## src/rtl/bp_pkg.sv

```systemverilog
package bp_pkg;

   typedef enum logic [1:0] {
      CTR_STRONG_NT = 2'b00,
      CTR_WEAK_NT   = 2'b01,
      CTR_WEAK_TK   = 2'b10,
      CTR_STRONG_TK = 2'b11
   } ctr_t;

   localparam logic [2:0] OP_BRANCH = 3'b100;

   function automatic ctr_t ctr_next(input ctr_t cur, input logic taken);
      ctr_t res;
      case (cur)
         CTR_STRONG_NT: res = taken ? CTR_WEAK_NT   : CTR_STRONG_NT;
         CTR_WEAK_NT:   res = taken ? CTR_WEAK_TK   : CTR_STRONG_NT;
         CTR_WEAK_TK:   res = taken ? CTR_STRONG_TK : CTR_WEAK_NT;
         default:       res = taken ? CTR_STRONG_TK : CTR_WEAK_TK;
      endcase
      return res;
   endfunction

   function automatic logic ctr_says_taken(input ctr_t c);
      return (c == CTR_WEAK_TK) || (c == CTR_STRONG_TK);
   endfunction

endpackage

```

## src/rtl/bp_ctr_table.sv

```systemverilog
module bp_ctr_table
   import bp_pkg::*;
#(
   parameter int ENTRIES = 64,
   localparam int IDX_W = $clog2(ENTRIES)
) (
   input  logic             clk,
   input  logic             rst_n,
   input  logic [IDX_W-1:0] rd_idx_a,
   input  logic [IDX_W-1:0] rd_idx_b,
   input  logic             wr_en,
   input  logic [IDX_W-1:0] wr_idx,
   input  logic             wr_taken,
   output ctr_t             rd_ctr_a,
   output ctr_t             rd_ctr_b
);

   if (ENTRIES < 2 || (1 << IDX_W) != ENTRIES) begin : g_bad_depth
      $error("bp_ctr_table: ENTRIES must be a power of two, at least 2");
   end

   ctr_t cells [ENTRIES];

   for (genvar e = 0; e < ENTRIES; e++) begin : g_cell
      always_ff @(posedge clk) begin
         if (!rst_n)
            cells[e] <= CTR_WEAK_NT;
         else if (wr_en && wr_idx == IDX_W'(e))
            cells[e] <= ctr_next(cells[e], wr_taken);
      end
   end

   assign rd_ctr_a = cells[rd_idx_a];
   assign rd_ctr_b = cells[rd_idx_b];

endmodule

```

## src/rtl/bp_target_buffer.sv

```systemverilog
module bp_target_buffer #(
   parameter int ENTRIES = 3,
   parameter int PC_W    = 16,
   localparam int AGE_W  = (ENTRIES > 1) ? $clog2(ENTRIES) : 1,
   localparam int SEL_W  = AGE_W
) (
   input  logic            clk,
   input  logic            rst_n,
   input  logic [PC_W-1:0] look_pc_a,
   input  logic [PC_W-1:0] look_pc_b,
   input  logic            wr_en,
   input  logic [PC_W-1:0] wr_pc,
   input  logic [PC_W-1:0] wr_target,
   output logic            hit_a,
   output logic [PC_W-1:0] tgt_a,
   output logic            hit_b,
   output logic [PC_W-1:0] tgt_b
);

   if (ENTRIES < 2) begin : g_bad_entries
      $error("bp_target_buffer: ENTRIES must be at least 2");
   end

   logic             vld  [ENTRIES];
   logic [PC_W-1:0]  tag  [ENTRIES];
   logic [PC_W-1:0]  dest [ENTRIES];
   logic [AGE_W-1:0] age  [ENTRIES];

   always_comb begin
      hit_a = 1'b0;
      tgt_a = '0;
      hit_b = 1'b0;
      tgt_b = '0;
      for (int i = 0; i < ENTRIES; i++) begin
         if (vld[i] && tag[i] == look_pc_a) begin
            hit_a = 1'b1;
            tgt_a = dest[i];
         end
         if (vld[i] && tag[i] == look_pc_b) begin
            hit_b = 1'b1;
            tgt_b = dest[i];
         end
      end
   end

   logic             wr_hit;
   logic [SEL_W-1:0] hit_sel;
   logic [SEL_W-1:0] lru_sel;
   logic [SEL_W-1:0] sel;

   always_comb begin
      wr_hit  = 1'b0;
      hit_sel = '0;
      lru_sel = '0;
      for (int i = 0; i < ENTRIES; i++) begin
         if (vld[i] && tag[i] == wr_pc) begin
            wr_hit  = 1'b1;
            hit_sel = SEL_W'(i);
         end
         if (age[i] == AGE_W'(ENTRIES - 1))
            lru_sel = SEL_W'(i);
      end
      sel = wr_hit ? hit_sel : lru_sel;
   end

   for (genvar e = 0; e < ENTRIES; e++) begin : g_way
      always_ff @(posedge clk) begin
         if (!rst_n) begin
            vld[e]  <= 1'b0;
            tag[e]  <= '0;
            dest[e] <= '0;
            age[e]  <= AGE_W'(ENTRIES - 1 - e);
         end else if (wr_en) begin
            if (sel == SEL_W'(e)) begin
               vld[e]  <= 1'b1;
               tag[e]  <= wr_pc;
               dest[e] <= wr_target;
               age[e]  <= '0;
            end else if (age[e] < age[sel]) begin
               age[e]  <= age[e] + AGE_W'(1);
            end
         end
      end
   end

endmodule

```

## src/rtl/bp_group_trim.sv

```systemverilog
module bp_group_trim #(
   parameter int PC_W         = 16,
   parameter bit PAIR_BR_TRIM = 1'b1
) (
   input  logic [PC_W-1:0] pc,
   input  logic            br0,
   input  logic            br1,
   input  logic            tk0,
   input  logic            tk1,
   input  logic [PC_W-1:0] tgt0,
   input  logic [PC_W-1:0] tgt1,
   output logic            pred_taken,
   output logic [PC_W-1:0] pred_target,
   output logic            fwd_two,
   output logic [PC_W-1:0] next_pc
);

   logic pair_cut;

   if (PAIR_BR_TRIM) begin : g_pair_cut
      assign pair_cut = br0 & br1;
   end else begin : g_no_pair_cut
      logic unused_br;
      assign unused_br = br0 ^ br1;
      assign pair_cut  = 1'b0;
   end

   always_comb begin
      if (tk0 || pair_cut) begin
         fwd_two     = 1'b0;
         pred_taken  = tk0;
         pred_target = tk0 ? tgt0 : '0;
         next_pc     = tk0 ? tgt0 : pc + PC_W'(1);
      end else begin
         fwd_two     = 1'b1;
         pred_taken  = tk1;
         pred_target = tk1 ? tgt1 : '0;
         next_pc     = tk1 ? tgt1 : pc + PC_W'(2);
      end
   end

endmodule

```

## src/rtl/branch_pred_unit.sv

```systemverilog
module branch_pred_unit
   import bp_pkg::*;
#(
   parameter int PC_W         = 16,
   parameter int OFFS_W       = 16,
   parameter int CTR_ENTRIES  = 64,
   parameter int BTB_ENTRIES  = 3,
   parameter bit PAIR_BR_TRIM = 1'b1
) (
   input  logic              clk,
   input  logic              rst_n,
   input  logic [PC_W-1:0]   fetch_pc,
   input  logic [2:0]        slot0_op,
   input  logic [2:0]        slot1_op,
   input  logic              upd_valid,
   input  logic [PC_W-1:0]   upd_pc,
   input  logic              upd_taken,
   input  logic [OFFS_W-1:0] upd_offset,
   output logic              pred_taken,
   output logic [PC_W-1:0]   pred_target,
   output logic              fwd_two,
   output logic [PC_W-1:0]   next_pc
);

   localparam int IDX_W = $clog2(CTR_ENTRIES);

   if (PC_W < OFFS_W || PC_W <= IDX_W) begin : g_bad_widths
      $error("branch_pred_unit: PC_W must cover OFFS_W and the counter index");
   end

   logic [PC_W-1:0] pc_b;
   logic [PC_W-1:0] off_ext;
   logic [PC_W-1:0] upd_target;
   logic            br0, br1;
   ctr_t            ctr0, ctr1;
   logic            hit0, hit1;
   logic [PC_W-1:0] tgt0, tgt1;

   assign pc_b = fetch_pc + PC_W'(1);
   assign br0  = (slot0_op == OP_BRANCH);
   assign br1  = (slot1_op == OP_BRANCH);

   if (PC_W == OFFS_W) begin : g_ext_same
      assign off_ext = upd_offset;
   end else begin : g_ext_wide
      assign off_ext = {{(PC_W - OFFS_W){upd_offset[OFFS_W-1]}}, upd_offset};
   end

   assign upd_target = upd_pc + PC_W'(1) + off_ext;

   bp_ctr_table #(.ENTRIES(CTR_ENTRIES)) u_ctr (
      .clk      (clk),
      .rst_n    (rst_n),
      .rd_idx_a (fetch_pc[IDX_W-1:0]),
      .rd_idx_b (pc_b[IDX_W-1:0]),
      .wr_en    (upd_valid),
      .wr_idx   (upd_pc[IDX_W-1:0]),
      .wr_taken (upd_taken),
      .rd_ctr_a (ctr0),
      .rd_ctr_b (ctr1)
   );

   bp_target_buffer #(.ENTRIES(BTB_ENTRIES), .PC_W(PC_W)) u_btb (
      .clk       (clk),
      .rst_n     (rst_n),
      .look_pc_a (fetch_pc),
      .look_pc_b (pc_b),
      .wr_en     (upd_valid),
      .wr_pc     (upd_pc),
      .wr_target (upd_target),
      .hit_a     (hit0),
      .tgt_a     (tgt0),
      .hit_b     (hit1),
      .tgt_b     (tgt1)
   );

   bp_group_trim #(.PC_W(PC_W), .PAIR_BR_TRIM(PAIR_BR_TRIM)) u_trim (
      .pc          (fetch_pc),
      .br0         (br0),
      .br1         (br1),
      .tk0         (br0 & ctr_says_taken(ctr0) & hit0),
      .tk1         (br1 & ctr_says_taken(ctr1) & hit1),
      .tgt0        (tgt0),
      .tgt1        (tgt1),
      .pred_taken  (pred_taken),
      .pred_target (pred_target),
      .fwd_two     (fwd_two),
      .next_pc     (next_pc)
   );

endmodule

```

## config.mk

```make
export PLATFORM = sky130hd
export DESIGN_NAME = branch_pred_unit
export DESIGN_NICKNAME = d
export VERILOG_FILES = /design/src/rtl/bp_pkg.sv /design/src/rtl/bp_ctr_table.sv /design/src/rtl/bp_target_buffer.sv /design/src/rtl/bp_group_trim.sv /design/src/rtl/branch_pred_unit.sv
export SDC_FILE = /design/constraint.sdc
export NUM_CORES = 1
export LEC_CHECK = 0
export BUFFER_PORTS_ARGS = -buffer_cell sky130_fd_sc_hd__buf_2
export CAP_MARGIN = 20
export CORE_MARGIN = 2
export CORE_UTILIZATION = 27
export CTS_CLUSTER_DIAMETER = 50
export DETAILED_ROUTE_END_ITERATION = 12
export SKIP_CTS_REPAIR_TIMING = 1
export SLEW_MARGIN = 10
export SYNTH_ARGS = -nofsm -noshare
export SYNTH_HDL_FRONTEND = slang
export SYNTH_HIERARCHICAL = 1
export SYNTH_SLANG_ARGS = --single-unit
```

## constraint.sdc

```tcl
create_clock -name clk -period 7.9 [get_ports clk]
set_clock_uncertainty 0.05 [all_clocks]
set_input_delay 0.395 -clock clk [delete_from_list [all_inputs] [get_ports clk]]
set_output_delay 0.395 -clock clk [all_outputs]
set_load 0.005 [all_outputs]
```

---- Yosys cells after proc, flatten, opt, wreduce, memory -nomap -nowiden ----
Memories as Yosys holds them, arrays and structs flattened.
Index checks and enable logic that the tools add are counted.
operators by class
  bitwise gates (word level) .............. 84
  equal/unequal tests ..................... 210
  order comparisons ....................... 3
  multiplexer cells ....................... 523
  $add $sub $neg .......................... 7
  reduce and logical (&&, ||, !) cells .... 142
operators by type and width
  operator                                       count
  2-to-1 mux 2 bit                               203
  one-hot mux 2 bit (3 select lines)             64
  2-to-1 mux 16 bit                              18
  2-to-1 mux 1 bit                               238
  == test 6 bit, second input constant           32
  == test 16 bit                                 9
  == test 2 bit, second input constant           71
  == test 2 x 1 -> 1 bit, second input constant  65
  logical NOT 2 bit                              65
  == test 6 x 5 -> 1 bit, second input constant  16
  OR 1 bit                                       79
  logical AND 1 bit                              73
  == test 6 x 4 -> 1 bit, second input constant  8
  adder 16 x 1 -> 16 bit, second input constant  2
  == test 6 x 3 -> 1 bit, second input constant  4
  adder 16 bit                                   1
  adder 16 x 2 -> 16 bit, second input constant  1
  == test 6 x 2 -> 1 bit, second input constant  2
  adder 2 x 1 -> 2 bit, second input constant    3
  == test 3 bit, second input constant           2
  == test 6 x 1 -> 1 bit, second input constant  1
  logical NOT 6 bit                              1
  less-than comparator 2 bit                     3
  bitwise AND 1 bit                              5
  logical OR 1 bit                               3
storage, ports and cells
  output and inout port bits .............. 34
  memories kept ........................... 5
  bits in registers ....................... 0
  word-level logic and storage cells ...... 974
  bits in writable memories ............... 233
  input port bits ......................... 58
memory list
  name         depth  width  rd ports  clocked after Yosys merged registers in  write ports  RTL line                RTL
  u_ctr.cells  64     2      66        0                                        64           bp_ctr_table.sv:22      ctr_t cells [ENTRIES];
  u_btb.dest   3      16     3         0                                        3            bp_target_buffer.sv:26  logic [PC_W-1:0] dest [ENTRIES];
  u_btb.tag    3      16     3         0                                        3            bp_target_buffer.sv:25  logic [PC_W-1:0] tag [ENTRIES];
  u_btb.age    3      2      4         0                                        3            bp_target_buffer.sv:27  logic [AGE_W-1:0] age [ENTRIES];
  u_btb.vld    3      1      3         0                                        3            bp_target_buffer.sv:24  logic vld [ENTRIES];

---- Depth between registers and ports, before layout ----
Gate-level depths: netlist of the first run.
An unclocked memory read counts as a cell.
  depth after elaboration ................. 15
  gate-level depth with buffers ........... 17
  depth with buffers taken out ............ 16

---- Cells and area by module ----
Netlist of the first run, hierarchy kept.
modules (own cells, without submodules)
  module            sequential area each (um^2)  area each (um^2)  cells each  instances
  bp_ctr_table      3843.7                       9116.2            835         1
  bp_target_buffer  3143.0                       6816.5            648         1
  branch_pred_unit  0.0                          1011.0            142         1
  bp_group_trim     0.0                          830.8             117         1

---- Least setup slack after synthesis of the first run ----
Ideal clock, no wire load.
  path kind ............................... in2out
  start ................................... input port fetch_pc[1]
  end ..................................... output port next_pc[11]
  stages on the path ...................... 17
  arrival ................................. 3.577 ns
  data required time ...................... 7.455 ns
  setup slack ............................. 3.878 ns
  buffers on the path ..................... 1
  path through ............................ and3_1 > nand3_1 > nor2_1 > nand3_1 > xnor2_1 > xor2_1 > nor4_1 > nand4_1 > nor4_4 > buf_2 > or3_1 > and3_1 > a211o_2 > nand2_1 > inv_1 > nor4b_1 > or3_1
on the way
  cells in the longest elaborated chain, start to end .. 9
  elaborated cells between the ends (all ways) .. 41
  classes of those cells .................. add/sub (2); eq/ne (10); mux (15); bitwise (4); reduce/logical (9); memory (1)
ends and longest elaborated chain
  element                         RTL line                RTL
  from (decl)                     branch_pred_unit.sv:12  input logic [PC_W-1:0] fetch_pc,
  adder 16 x 1 -> 16 bit (*)      branch_pred_unit.sv:39  assign pc_b = fetch_pc + PC_W'(1);
  net pc_b[13]                    branch_pred_unit.sv:31  logic [PC_W-1:0] pc_b;
  == test 16 bit                  bp_target_buffer.sv:39  if (vld[i] && tag[i] == look_pc_b) begin
  logical AND 1 bit               bp_target_buffer.sv:39
  2-to-1 mux 1 bit (2 in series)  bp_target_buffer.sv:39
  2-to-1 mux 1 bit (*)            bp_target_buffer.sv:39
  net hit1                        branch_pred_unit.sv:36  logic hit0, hit1;
  bitwise AND 1 bit (*)           branch_pred_unit.sv:82  .tk1 (br1 & ctr_says_taken(ctr1) & hit1),
  2-to-1 mux 16 bit (*)           bp_group_trim.sv:38     next_pc = tk1 ? tgt1 : pc + PC_W'(2);
  2-to-1 mux 16 bit (*)           bp_group_trim.sv:29     if (tk0 || pair_cut) begin
  to (decl)                       branch_pred_unit.sv:22  output logic [PC_W-1:0] next_pc
Mark *: on every way through the listed nets, which the timed path passes. The rest lies on a longest branch.

---- Worst setup path after layout of the first run ----
  start ................................... input port fetch_pc[0]
  end ..................................... output port next_pc[11]
The elaborated chain is that of the path after synthesis.

==> run metrics, run 1 <==
vias in the first global route 13200; final hold slack 0.225 ns; Via Count 13400; Yosys warning total 6; Max clock buf depth 3; Crit path arrival time 5.39 ns; Largest stage delay, worst path 0.86 ns; Max Freq 171 MHz; CTS buffer count 30; worst slack, placed 2.18 ns; cell total after placement 2507; Worst VDD drop 0.159 mV; Die Wd 253 µm; largest net degree at the start of global routing 88; Synthesized Nets 1756; Critical Path RT 7.46 ns; WP buf/inv 3; WL/cell 20.2 µm; clock sink count 233; P per Cell Area 177 nW/µm²; H-tree depth 1; root buf cell clkbuf_16; reg2reg path depth 8; 1st-iter DRT viols 1110; Residual DRC 0; antenna violations before repair 0; Top Family by Delay on Critical Path simple AND/OR/NAND/NOR gates; Via-to-Cell Ratio 5.24; CTS tree yes; clock slew seen by the registers of the worst setup and hold paths 0.06 ns; Die Y 253 µm; RSZ-0062 raised after global routing false; DP HPWL 36000 µm; Initial DRT Pass Iterations 5; status finished clean; Slowest-stage cell, CP nor4_4; Tmin final 5.83 ns; Leak 6.75 nW; CP endpoint kind primary output; Cell Rows 91; CP Class in -> out; Area growth, synth to finish 12.1%; Tot Pwr 3.34 mW; clk_lat worst skew 0.57 ns; Setup crit start kind primary input; Fin Setup TNS 0 ns; Crit. path cell count 18; final period utilization 73.8%; Layout Cells excl Fill 2563; fillers 6354; Total Nets Final 1782; slew margin rel. 30.2%; Max-Cap Viols 0; layout cells sized above 1 14.1%; crit path cell chain buf_2, and3_1, nand3_1, nor2_1, nand3_1, xnor2_1, xor2_1, nor4_1, nand4_1, nor4_4, or3_1, and3_1, a211o_2, nand2_1, inv_1, nor4b_1, or3_1, buf_2; hold-critical path depth 2; post-route ant nets 0; final wirelength 51800 µm; Initial Util 27.2%; Ports 92; endpoints failing setup 0; Synth Instances 1677; total congestion overflow 0; crit path max fanout 30; die area 64100 µm²; worst hold path class in -> reg; buffers added on ports 91; mapped cell area 16800 µm²; fin. max-slew vios 0; Post-Syn Area per Cell 10.0 µm²; Core Area 61600 µm²; GPL Wtd Cong 0.889; Hold Fails Final Rpt 0; wire length of the first global-routing pass 79200 µm; Worst Tran Pin Value 1.04 ns; GRT Total Usage 15.8%; Final WS setup 2.07 ns
## sequential cells by signal (all words and copies together) (netlist names)
signal and cells:
u_btb/dest 48, u_ctr/cells 128, u_btb/age 6, u_btb/vld 3, u_btb/tag 48
## worst paths after layout
kind                                       from               end  slack [ns]
worst max-delay path                fetch_pc[0]       next_pc[11]        2.07
worst min register to register     u_btb/vld[2]      u_btb/vld[2]        0.54
worst max register to register  u_btb/tag[0][4]  u_btb/dest[0][7]        4.82
worst min-delay path                 upd_pc[14]  u_btb/tag[2][14]        0.23
## layer usage
metal | track usage [%] | up-vias | share of wire (%)
li1 | - | 6205 | -
met1 | 21.5 | 6641 | 44
met2 | 26.4 | 510 | 47
met3 | 2.25 | 66 | 6.9
met4 | 4.01 | 0 | 2.2
met5 | 0 | - | 0
## power breakdown
group | internal (mW) | total, mW | switching (mW) | leakage (nW)
Sequential | 1.43 | 1.50 | 0.0689 | 2.21
Clock | 0.785 | 1.33 | 0.549 | 0.470
Combinational | 0.195 | 0.504 | 0.309 | 4.08
Total | 2.41 | 3.34 | 0.927 | 6.75
## per-stage QoR
stage          utilization (%)  cell area [µm²]
6_report                  30.5            18800
5_1_grt                   30.5            18800
4_1_cts                   30.5            18800
3_5_place_dp              28.9            17800
3_3_place_gp              28.9            17800
2_1_floorplan                -            16800
## layout make-up
type                    count  area, µm²  area share, %
multi-input cells        1239       8860           47.1
flip-flops and latches    233       6990           37.2
well taps                 837       1050           5.57
clock buffers              35        791           4.21
repair buffers            112        616           3.27
inverters                  87        327           1.74
clock inverters            19        173          0.918
diodes                      1       2.50         0.0133
## cell usage in the layout, fill, tap and decap left out, drive strengths merged, types with 4 or more instances in the layout
master and count:
a2111oi 4, a211o 4, a211oi 73, a21o 5, a21oi 40, a22o 14, a22oi 5, a31oi 5
and2 102, and3 8, and4 5, buf 112, clkbuf 35, clkinv 10, edfxtp 232, ha 20
inv 92, maj3 64, mux2 21, mux2i 10, mux4 29, nand2 178, nand2b 5, nand3 33
nand3b 7, nand4 35, nor2 45, nor2b 13, nor3 11, nor4 19, o211ai 7, o21ai 185
o21bai 5, or3 70, xnor2 118, xor2 55
## worst reg2reg max path: stages, from the launching register on
cell,delay [ns]
edfxtp_1,0.50
xor2_1,0.21
nor4_1,0.28
nand4_1,0.33
o21ai_2,0.34
and4_1,0.40
nand2_1,0.10
nand2_1,0.08
buf_4,0.42
Note: power is estimated with default switching activity, not from simulation.
==> run 2, diff against run 1 <==
==> constraint.sdc (replaced) <==
create_clock -name clk -period 4.8 [get_ports clk]
set_clock_uncertainty 0.05 [all_clocks]
set_input_delay 0.24 -clock clk [delete_from_list [all_inputs] [get_ports clk]]
set_output_delay 0.24 -clock clk [all_outputs]
set_load 0.005 [all_outputs]
==> run 2 against run 1 <==
  * Global-route usage is 0.75 points higher
  * Die area stayed put
  * Worst setup slack worse by 1.9 ns
  * Sequential cell count stayed put
  * Combinational power is 71% higher
  * Cell area is 1.2% higher
  * Wire length is 5.5% higher
  * Power is 67% higher
  * Critical path type is now reg -> out
==> run metrics, run 2 (synthesis gave the netlist of run 1 again) <==
clock sink count 233; CTS tree yes; reg2reg path depth 8; Residual DRC 0; Max-Cap Viols 0; CTS buffer count 31; total congestion overflow 0; Top Family by Delay on Critical Path compound AO/OA/AOI/OAI gates; Initial Util 27.2%; Max Freq 218 MHz; 1st-iter DRT viols 1108; status finished clean; GRT Total Usage 16.6%; RSZ-0062 raised after global routing false; Critical Path RT 4.51 ns; WL/cell 21.1 µm; fin. max-slew vios 0; WHS Endpoint u_btb/tag[2][8]; max reg flops 128; Register-to-Register Setup Slack 1.59 ns; Worst VDD drop 0.220 mV; Max clock buf depth 3; commonest cells after routing, fill and taps aside edfxtp_1 (232), nand2_1 (178), o21ai_0 (166); post-route ant nets 0; vias in the first global route 13400; clock slew seen by the registers of the worst setup and hold paths 0.06 ns; met2 WL post-DR 24900 µm; Setup crit start kind flop; Crit path arrival time 4.30 ns; clk_lat worst skew 0.60 ns; root buf cell clkbuf_16; P per Cell Area 294 nW/µm²; Die Wd 253 µm; hold-critical path depth 2; largest net degree at the start of global routing 66; Ports 92; placed inst area 18000 µm²; Slowest-stage cell, CP a2111oi_0; metal3 WL 4040 µm; antenna violations before repair 1; die area 64100 µm²; Final Cell Area 19000 µm²; commonest non-fill, non-tap cell in the layout edfxtp_1; WP buf/inv 2; crit path cell chain mux4_1, nor2b_1, a2111oi_0, nor3_1, a22o_1, and3_1, a211o_2, nand2_1, inv_1, nor4b_1, or3_1, buf_2; buffers added on ports 91; Via-to-Cell Ratio 5.25; DP HPWL 38600 µm; Via Count 13600; worst r2r dst u_btb/age[2][1]; Area growth, synth to finish 13.4%; Fin Setup TNS 0 ns; Leak 6.88 nW; Tmin final 4.59 ns; Die Y 253 µm; H-tree depth 1; endpoints failing setup 0; Cell Rows 91; Core Area 61600 µm²; slew margin rel. 32.8%; GPL Wtd Cong 0.913; Reg2Reg Launch Point u_btb/tag[1][5]; worst hold path class in -> reg; Total Nets Final 1806; Hold Fails Final Rpt 0; final period utilization 95.6%; top sig layer met4; Initial DRT Pass Iterations 6; Worst Tran Pin Value 1.01 ns; CP endpoint kind primary output; layout cells sized above 1 15.4%; final hold slack 0.0372 ns; Largest regs u_ctr/cells: 128 flops, u_btb/dest: 48 flops, u_btb/tag: 48 flops; Largest stage delay, worst path 0.61 ns; wire length of the first global-routing pass 82000 µm; CP Class reg -> out; Reg with most FFs u_ctr/cells; Tot Pwr 5.58 mW; hold path start upd_pc[8]; crit path max fanout 8; M1 WL 23700 µm; final wirelength 54700 µm
==> run 2: cell count changes in the layout (fill, tap and decap cells not counted), sizes merged <==
cell      delta
inv          +3
clkbuf       +1
bufinv       -1
clkinvlp     +1
buf         +23
==> run 2: power by group <==
| part | internal (mW) | switching (mW) | total (mW) | leakage (nW) |
|---|---|---|---|---|
| sequential | 2.35 | 0.121 | 2.47 | 2.21 |
| combinational | 0.333 | 0.527 | 0.860 | 4.20 |
| clock | 1.27 | 0.985 | 2.25 | 0.479 |
| total | 3.95 | 1.63 | 5.58 | 6.88 |
==> run 2: metrics by stage <==
stage | utilization, % | instances | setup WS (ns)
after floorplan | - | 1677 | 1.09
after global placement | 29.2 | 2530 | 0.521
after detailed placement | 29.2 | 2530 | 0.569
after CTS | 30.8 | 2588 | 0.344
after global routing | 30.9 | 2589 | 0.0130
final | 30.9 | 2590 | 0.209
==> run 2: worst reg2reg max path, stage by stage, from the launching register on <==
cell and delay [ns]:
edfxtp_1 0.46, xnor2_1 0.23, nand3_1 0.20, nor3_1 0.50
and4_4 0.39, o21ai_4 0.13, a21oi_2 0.33, a211oi_2 0.11
o311ai_1 0.45
==> run 2: how the worst max path moves through the flow <==
stage	from	endpoint	cells past startpoint
final	u_ctr/cells[2][1]	next_pc[11]	12
after global placement	fetch_pc[0]	next_pc[5]	16
after floorplan	fetch_pc[1]	next_pc[11]	17
after detailed placement	fetch_pc[0]	next_pc[5]	16
after CTS	u_ctr/cells[2][1]	next_pc[4]	11
after global routing	u_ctr/cells[2][1]	next_pc[11]	12
==> run 2: layout make-up <==
type,count,area [µm²]
Antenna cell,1,2.50
Clock buffer,36,795
Clock inverter,22,195
Fill cell,6358,42600
Inverter,87,327
Multi-Input combinational cell,1239,8860
Sequential cell,233,6990
Tap cell,837,1050
Timing Repair Buffer,135,808
==> run 2: routing by layer <==
metal	vias to the layer above	global-route usage, %
met1	6665	21.9
met4	0	6.07
met2	573	27.3
li1	6242	-
met5	-	0
met3	109	2.72
